$ cat src/rtl/fault_mgr_pkg.sv
package fault_mgr_pkg;

    localparam int NUM_DIAG = 4;
    localparam int NUM_CH   = 2;

    // bit order is the status word layout seen by the register file
    typedef struct packed {
        logic png;
        logic ovl_b;
        logic ovl_a;
        logic hot;
    } diag_t;

    typedef enum logic [1:0] {
        IDX_HOT  = 2'd0,
        IDX_OVLA = 2'd1,
        IDX_OVLB = 2'd2,
        IDX_PNG  = 2'd3
    } diag_idx_e;

    // which channels lose their voltage setting for a given set of new faults
    function automatic logic [NUM_CH-1:0] wipe_mask(
        input diag_t onset,
        input logic  therm_wipe,
        input logic  ovl_wipe
    );
        logic [NUM_CH-1:0] m;
        m = {NUM_CH{therm_wipe & onset.hot}};
        m = m | ({onset.ovl_b, onset.ovl_a} & {NUM_CH{ovl_wipe}});
        return m;
    endfunction

    // which output channels are held off by live causes
    function automatic logic [NUM_CH-1:0] off_mask(input diag_t live);
        return {live.ovl_b | live.hot, live.ovl_a | live.hot};
    endfunction

endpackage

$ cat src/rtl/fmgr_sync.sv
module fmgr_sync #(
    parameter int WIDTH  = 4,
    parameter int STAGES = 2
) (
    input  logic             clk,
    input  logic             rst,
    input  logic [WIDTH-1:0] d_i,
    output logic [WIDTH-1:0] q_o
);
    generate
        if (STAGES == 0) begin : g_pass
            assign q_o = d_i;
        end else begin : g_chain
            logic [WIDTH-1:0] stage_q [STAGES];
            for (genvar s = 0; s < STAGES; s++) begin : g_stage
                always_ff @(posedge clk) begin
                    if (rst) begin
                        stage_q[s] <= '0;
                    end else if (s == 0) begin
                        stage_q[s] <= d_i;
                    end else begin
                        stage_q[s] <= stage_q[(s == 0) ? 0 : s-1];
                    end
                end
            end
            assign q_o = stage_q[STAGES-1];
        end
    endgenerate
endmodule

$ cat src/rtl/fmgr_diag_cell.sv
module fmgr_diag_cell (
    input  logic clk,
    input  logic rst,
    input  logic uvlo_i,
    input  logic rd_i,
    input  logic cause_i,
    output logic flag_o
);
    logic flag_q;
    logic release_ok;

    // a read only clears when the cause is already gone at that edge
    assign release_ok = rd_i & ~cause_i;

    always_ff @(posedge clk) begin
        if (rst || uvlo_i) begin
            flag_q <= 1'b0;
        end else if (cause_i) begin
            flag_q <= 1'b1;
        end else if (release_ok) begin
            flag_q <= 1'b0;
        end
    end

    assign flag_o = flag_q;
endmodule

$ cat src/rtl/fmgr_policy.sv
module fmgr_policy
    import fault_mgr_pkg::*;
(
    input  logic              clk,
    input  logic              rst,
    input  logic              uvlo_i,
    input  diag_t             live_i,
    input  logic              therm_wipe_i,
    input  logic              ovl_wipe_i,
    output logic [NUM_CH-1:0] clr_o,
    output logic              boost_off_o,
    output logic [NUM_CH-1:0] chan_off_o
);
    diag_t             live_q;
    diag_t             onset;
    logic [NUM_CH-1:0] clr_q;
    logic [NUM_CH-1:0] off_q;
    logic              boost_q;

    assign onset = live_i & ~live_q;

    // edge history runs through lockout so release brings no false onset
    always_ff @(posedge clk) begin
        if (rst) begin
            live_q <= '0;
        end else begin
            live_q <= live_i;
        end
    end

    always_ff @(posedge clk) begin
        if (rst || uvlo_i) begin
            clr_q   <= '0;
            off_q   <= '0;
            boost_q <= 1'b0;
        end else begin
            clr_q   <= wipe_mask(onset, therm_wipe_i, ovl_wipe_i);
            off_q   <= off_mask(live_i);
            boost_q <= live_i.hot;
        end
    end

    assign clr_o       = clr_q;
    assign chan_off_o  = off_q;
    assign boost_off_o = boost_q;
endmodule

$ cat src/rtl/fault_recovery_mgr.sv
module fault_recovery_mgr
    import fault_mgr_pkg::*;
#(
    parameter int SYNC_STAGES = 2
) (
    input  logic        clk,
    input  logic        rst,
    input  logic        uvlo_i,
    input  logic        rd_stb_i,
    input  logic        hot_i,
    input  logic        ovl_a_i,
    input  logic        ovl_b_i,
    input  logic        png_i,
    input  logic        therm_wipe_i,
    input  logic        ovl_wipe_i,
    output logic [3:0]  status_o,
    output logic        fault_n_o,
    output logic [1:0]  vsel_clr_o,
    output logic        boost_off_o,
    output logic [1:0]  chan_off_o
);
    diag_t                raw;
    logic [NUM_DIAG-1:0]  cond_s;
    logic [NUM_DIAG-1:0]  flags;

    assign raw = '{png: png_i, ovl_b: ovl_b_i, ovl_a: ovl_a_i, hot: hot_i};

    fmgr_sync #(.WIDTH(NUM_DIAG), .STAGES(SYNC_STAGES)) u_sync (
        .clk (clk),
        .rst (rst),
        .d_i (raw),
        .q_o (cond_s)
    );

    for (genvar i = 0; i < NUM_DIAG; i++) begin : g_cell
        fmgr_diag_cell u_cell (
            .clk     (clk),
            .rst     (rst),
            .uvlo_i  (uvlo_i),
            .rd_i    (rd_stb_i),
            .cause_i (cond_s[i]),
            .flag_o  (flags[i])
        );
    end

    fmgr_policy u_policy (
        .clk          (clk),
        .rst          (rst),
        .uvlo_i       (uvlo_i),
        .live_i       (diag_t'(cond_s)),
        .therm_wipe_i (therm_wipe_i),
        .ovl_wipe_i   (ovl_wipe_i),
        .clr_o        (vsel_clr_o),
        .boost_off_o  (boost_off_o),
        .chan_off_o   (chan_off_o)
    );

    assign status_o  = flags;
    assign fault_n_o = ~(|flags);
endmodule

$ cat config.mk
export PLATFORM = sky130hd
export DESIGN_NAME = fault_recovery_mgr
export DESIGN_NICKNAME = d
export VERILOG_FILES = /design/src/rtl/fault_mgr_pkg.sv /design/src/rtl/fmgr_sync.sv /design/src/rtl/fmgr_diag_cell.sv /design/src/rtl/fmgr_policy.sv /design/src/rtl/fault_recovery_mgr.sv
export SDC_FILE = /design/constraint.sdc
export NUM_CORES = 1
export LEC_CHECK = 0
export BUFFER_PORTS_ARGS = -buffer_cell sky130_fd_sc_hd__buf_2
export CAP_MARGIN = 10
export CORE_UTILIZATION = 45
export DETAILED_ROUTE_END_ITERATION = 12
export PLACE_DENSITY = 0.72
export SYNTH_ARGS = -nofsm -noshare
export SYNTH_HDL_FRONTEND = slang
export SYNTH_HIERARCHICAL = 1
export SYNTH_SLANG_ARGS = --single-unit
$ cat constraint.sdc
create_clock -name clk -period 0.8 [get_ports clk]
set_input_delay 0 -clock clk [delete_from_list [all_inputs] [get_ports clk]]
set_output_delay 0 -clock clk [all_outputs]
set_load 0.1 [all_outputs]
==> out/results.txt <==
CP Capture Type: output pin
crit path kind: flop to output pin
DR vias: 472
startpoint type of the worst setup path: flop
Vias/cell: 4.58
std cell rows: 13
Ant. Diodes: 0
number of global-route vias before repair: 394
Non-Filler Instances: 103
syn_nets: 63
mux cell area share after synthesis: 0%
Final WS setup: -0.409 ns
clock root buffer: clkbuf_4
GRT Util Overall: 16.1%
TritonCTS buffer count: 3
P&R area growth vs syn: 71.1%
Avg Cell Area, Syn: 12.3 um2
outcome: finished, violations left
Avg WL per Cell: 11.1 um
Initial Utilization: 49.3%
Final Max Slew Viols: 0
CP Max Fanout: 2
Synth Area in XOR/XNOR: 0%
Peak VDD IR: 1.33 mV
fin crit share: 151%
failing checks: setup timing
Synth Area in Adders: 0%
CTS sink cnt: 20
core area: 1320 um2
Fin Setup TNS: -1.36 ns
gr ovfl total: 0
Cell variety after synth: 11
final wirelength: 1150 um
unrepaired setup endpoints after global routing: true
antenna viol nets, final: 0
I/O Buffers: 19
clk_skew: 0.00377 ns
Worst Hold Class: input port to flop
largest net degree at the start of global routing: 14
worst slew pin tran: 0.266 ns
post-DP HPWL: 767 um
critical path required time: 0.80 ns
GP Congestion: 0.672
Worst-Skew Late Latency: 0.30 ns
Die W: 40.0 um
Boundary Pins: 20
drt first pass iters: 4
Min Clock Period, post-route: 1.21 ns
CTS tree: yes
CP max stage delay: 0.37 ns
Yosys reg bits: 20
WP data arrival: 1.21 ns
placed instance count: 91
height of the die: 40.0 um
final net count: 99
total power divided by cell area: 1810 nW/um2
first-pass GRT wire length: 1580 um
Cells after Synth: 53
die footprint: 1600 um2
leakage power: 0.467 nW
H-tree depth: 1
proportion of layout cells with a drive suffix above 1: 50.0%
max frequency: 0.827 GHz
DRC Markers: 0
largest family of logic cells by synthesized area: simple AND/OR/NAND/NOR gates
critical-path cell list: nor4_4 > buf_12
DRT iter0 DRCs: 6
Clock Pin Slew Worst Setup and Hold Paths: 0.11 ns
final hold vios: 0
Max-slew headroom: 82.1%
Synth Area in Simple Gates: 31.4%
Synth Area in Compound Gates: 6.94%
hold slack: 0.0206 ns
clk buf depth: 2
Synth Warn #: 6
critical path's slowest cell: dfxtp_4
number of max-cap violations: 0
synthesized area: 649 um2
initial antenna violation count: 0
sequential area share after synthesis: 61.7%
Setup Viol. Count Final: 12
-- registers in the layout, summed over array words and instances (netlist names) --
name / flops
u_policy/clr_o: 2
u_policy/chan_off_o: 2
u_policy/boost_off_o: 1
g_cell.u_cell/flag_o: 4
u_policy/live_q: 3
u_sync/g_chain.stage_q: 8
-- synth_stat cells --
cell type,instances,share of area (%)
and2b_1,1,1.2
nor2_4,1,1.7
nor4_2,1,1.9
and2_1,1,0.96
nor2b_1,10,9.6
nor2b_4,4,8.5
nand2_1,2,1.2
nor2_1,4,2.3
o21a_1,6,6.9
dfxtp_1,20,62
nand4b_1,3,4.0
-- cells in the final DEF, fill, tap and decap left out --
cell | synthesis | layout
buf_2 | 0 | 9
nor2b_4 | 4 | 4
dfxtp_2 | 0 | 5
o21a_1 | 6 | 6
dfxtp_4 | 0 | 4
dfxtp_1 | 20 | 11
nor2b_1 | 10 | 10
clkbuf_16 | 0 | 1
nand2_1 | 2 | 2
nor2_4 | 1 | 1
nor2_1 | 4 | 4
buf_6 | 0 | 4
dlygate4sd3_1 | 0 | 6
and2_1 | 1 | 1
clkbuf_4 | 0 | 3
buf_4 | 0 | 2
nor4_4 | 0 | 1
buf_12 | 0 | 10
nand4b_1 | 3 | 3
and2b_1 | 1 | 1
-- report_power, final --
| part | switching [mW] | internal (mW) |
|---|---|---|
| Sequential | 0.0204 | 1.02 |
| Clock | 0.308 | 0.381 |
| Combinational | 0.156 | 0.128 |
-- layout make-up --
type / instances / area (um2)
well taps: 15 / 18.8
multi-input cells: 33 / 258
flip-flops and latches: 20 / 422
repair buffers: 31 / 365
clock buffers: 4 / 47.5
fillers: 72 / 206
-- what timing repair did --
| action | in CTS | in global routing |
|---|---|---|
| endpoints found under the hold margin | 6 | 0 |
| pin swaps | 0 | 1 |
| gates resized for setup | 2 | 3 |
| hold buffers | 6 | 0 |
| setup buffers | 1 | 2 |
| endpoints found under the setup margin | 10 | 11 |
-- layer usage --
metal | global-route usage (%) | share of wire (%)
met3 | 5.00 | 3.6
met5 | 0 | 0
met4 | 12.9 | 0.96
met2 | 25.0 | 50
met1 | 18.1 | 45
-- kinds of logic after synthesis --
family	Yosys count
simple gates	27
flops	20
compound gates	6
-- worst max-delay path: cells and delay by family, from the launching register on --
kind          cells  cell delay [ns]
flops             1             0.37
simple gates      1             0.32
buf+inv           1             0.21
-- per-stage QoR --
| stage | area, um2 | power (mW) | setup WS (ns) | util (%) |
|---|---|---|---|---|
| floorplan | 679 | 1.20 | -0.776 | - |
| global placement | 973 | 1.31 | -0.0572 | 73.9 |
| detailed placement | 973 | 1.32 | -0.0903 | 73.9 |
| CTS | 1100 | 2.03 | -0.427 | 83.2 |
| global route | 1110 | 2.09 | -0.463 | 84.3 |
| finish | 1110 | 2.01 | -0.409 | 84.3 |
-- path summary, 6_finish.rpt --
kind | cells past startpoint | start | to | slack [ns]
max | 2 | g_cell[1].u_cell/flag_o | fault_n_o | -0.41
min | 3 | uvlo_i | g_cell[1].u_cell/flag_o | 0.02
max reg2reg | 3 | g_cell[1].u_cell/flag_o | g_cell[1].u_cell/flag_o | -0.07
min reg2reg | 1 | u_sync/g_chain.stage_q[0][2] | u_sync/g_chain.stage_q[1][2] | 0.45
(Power assumes the default switching activity.)
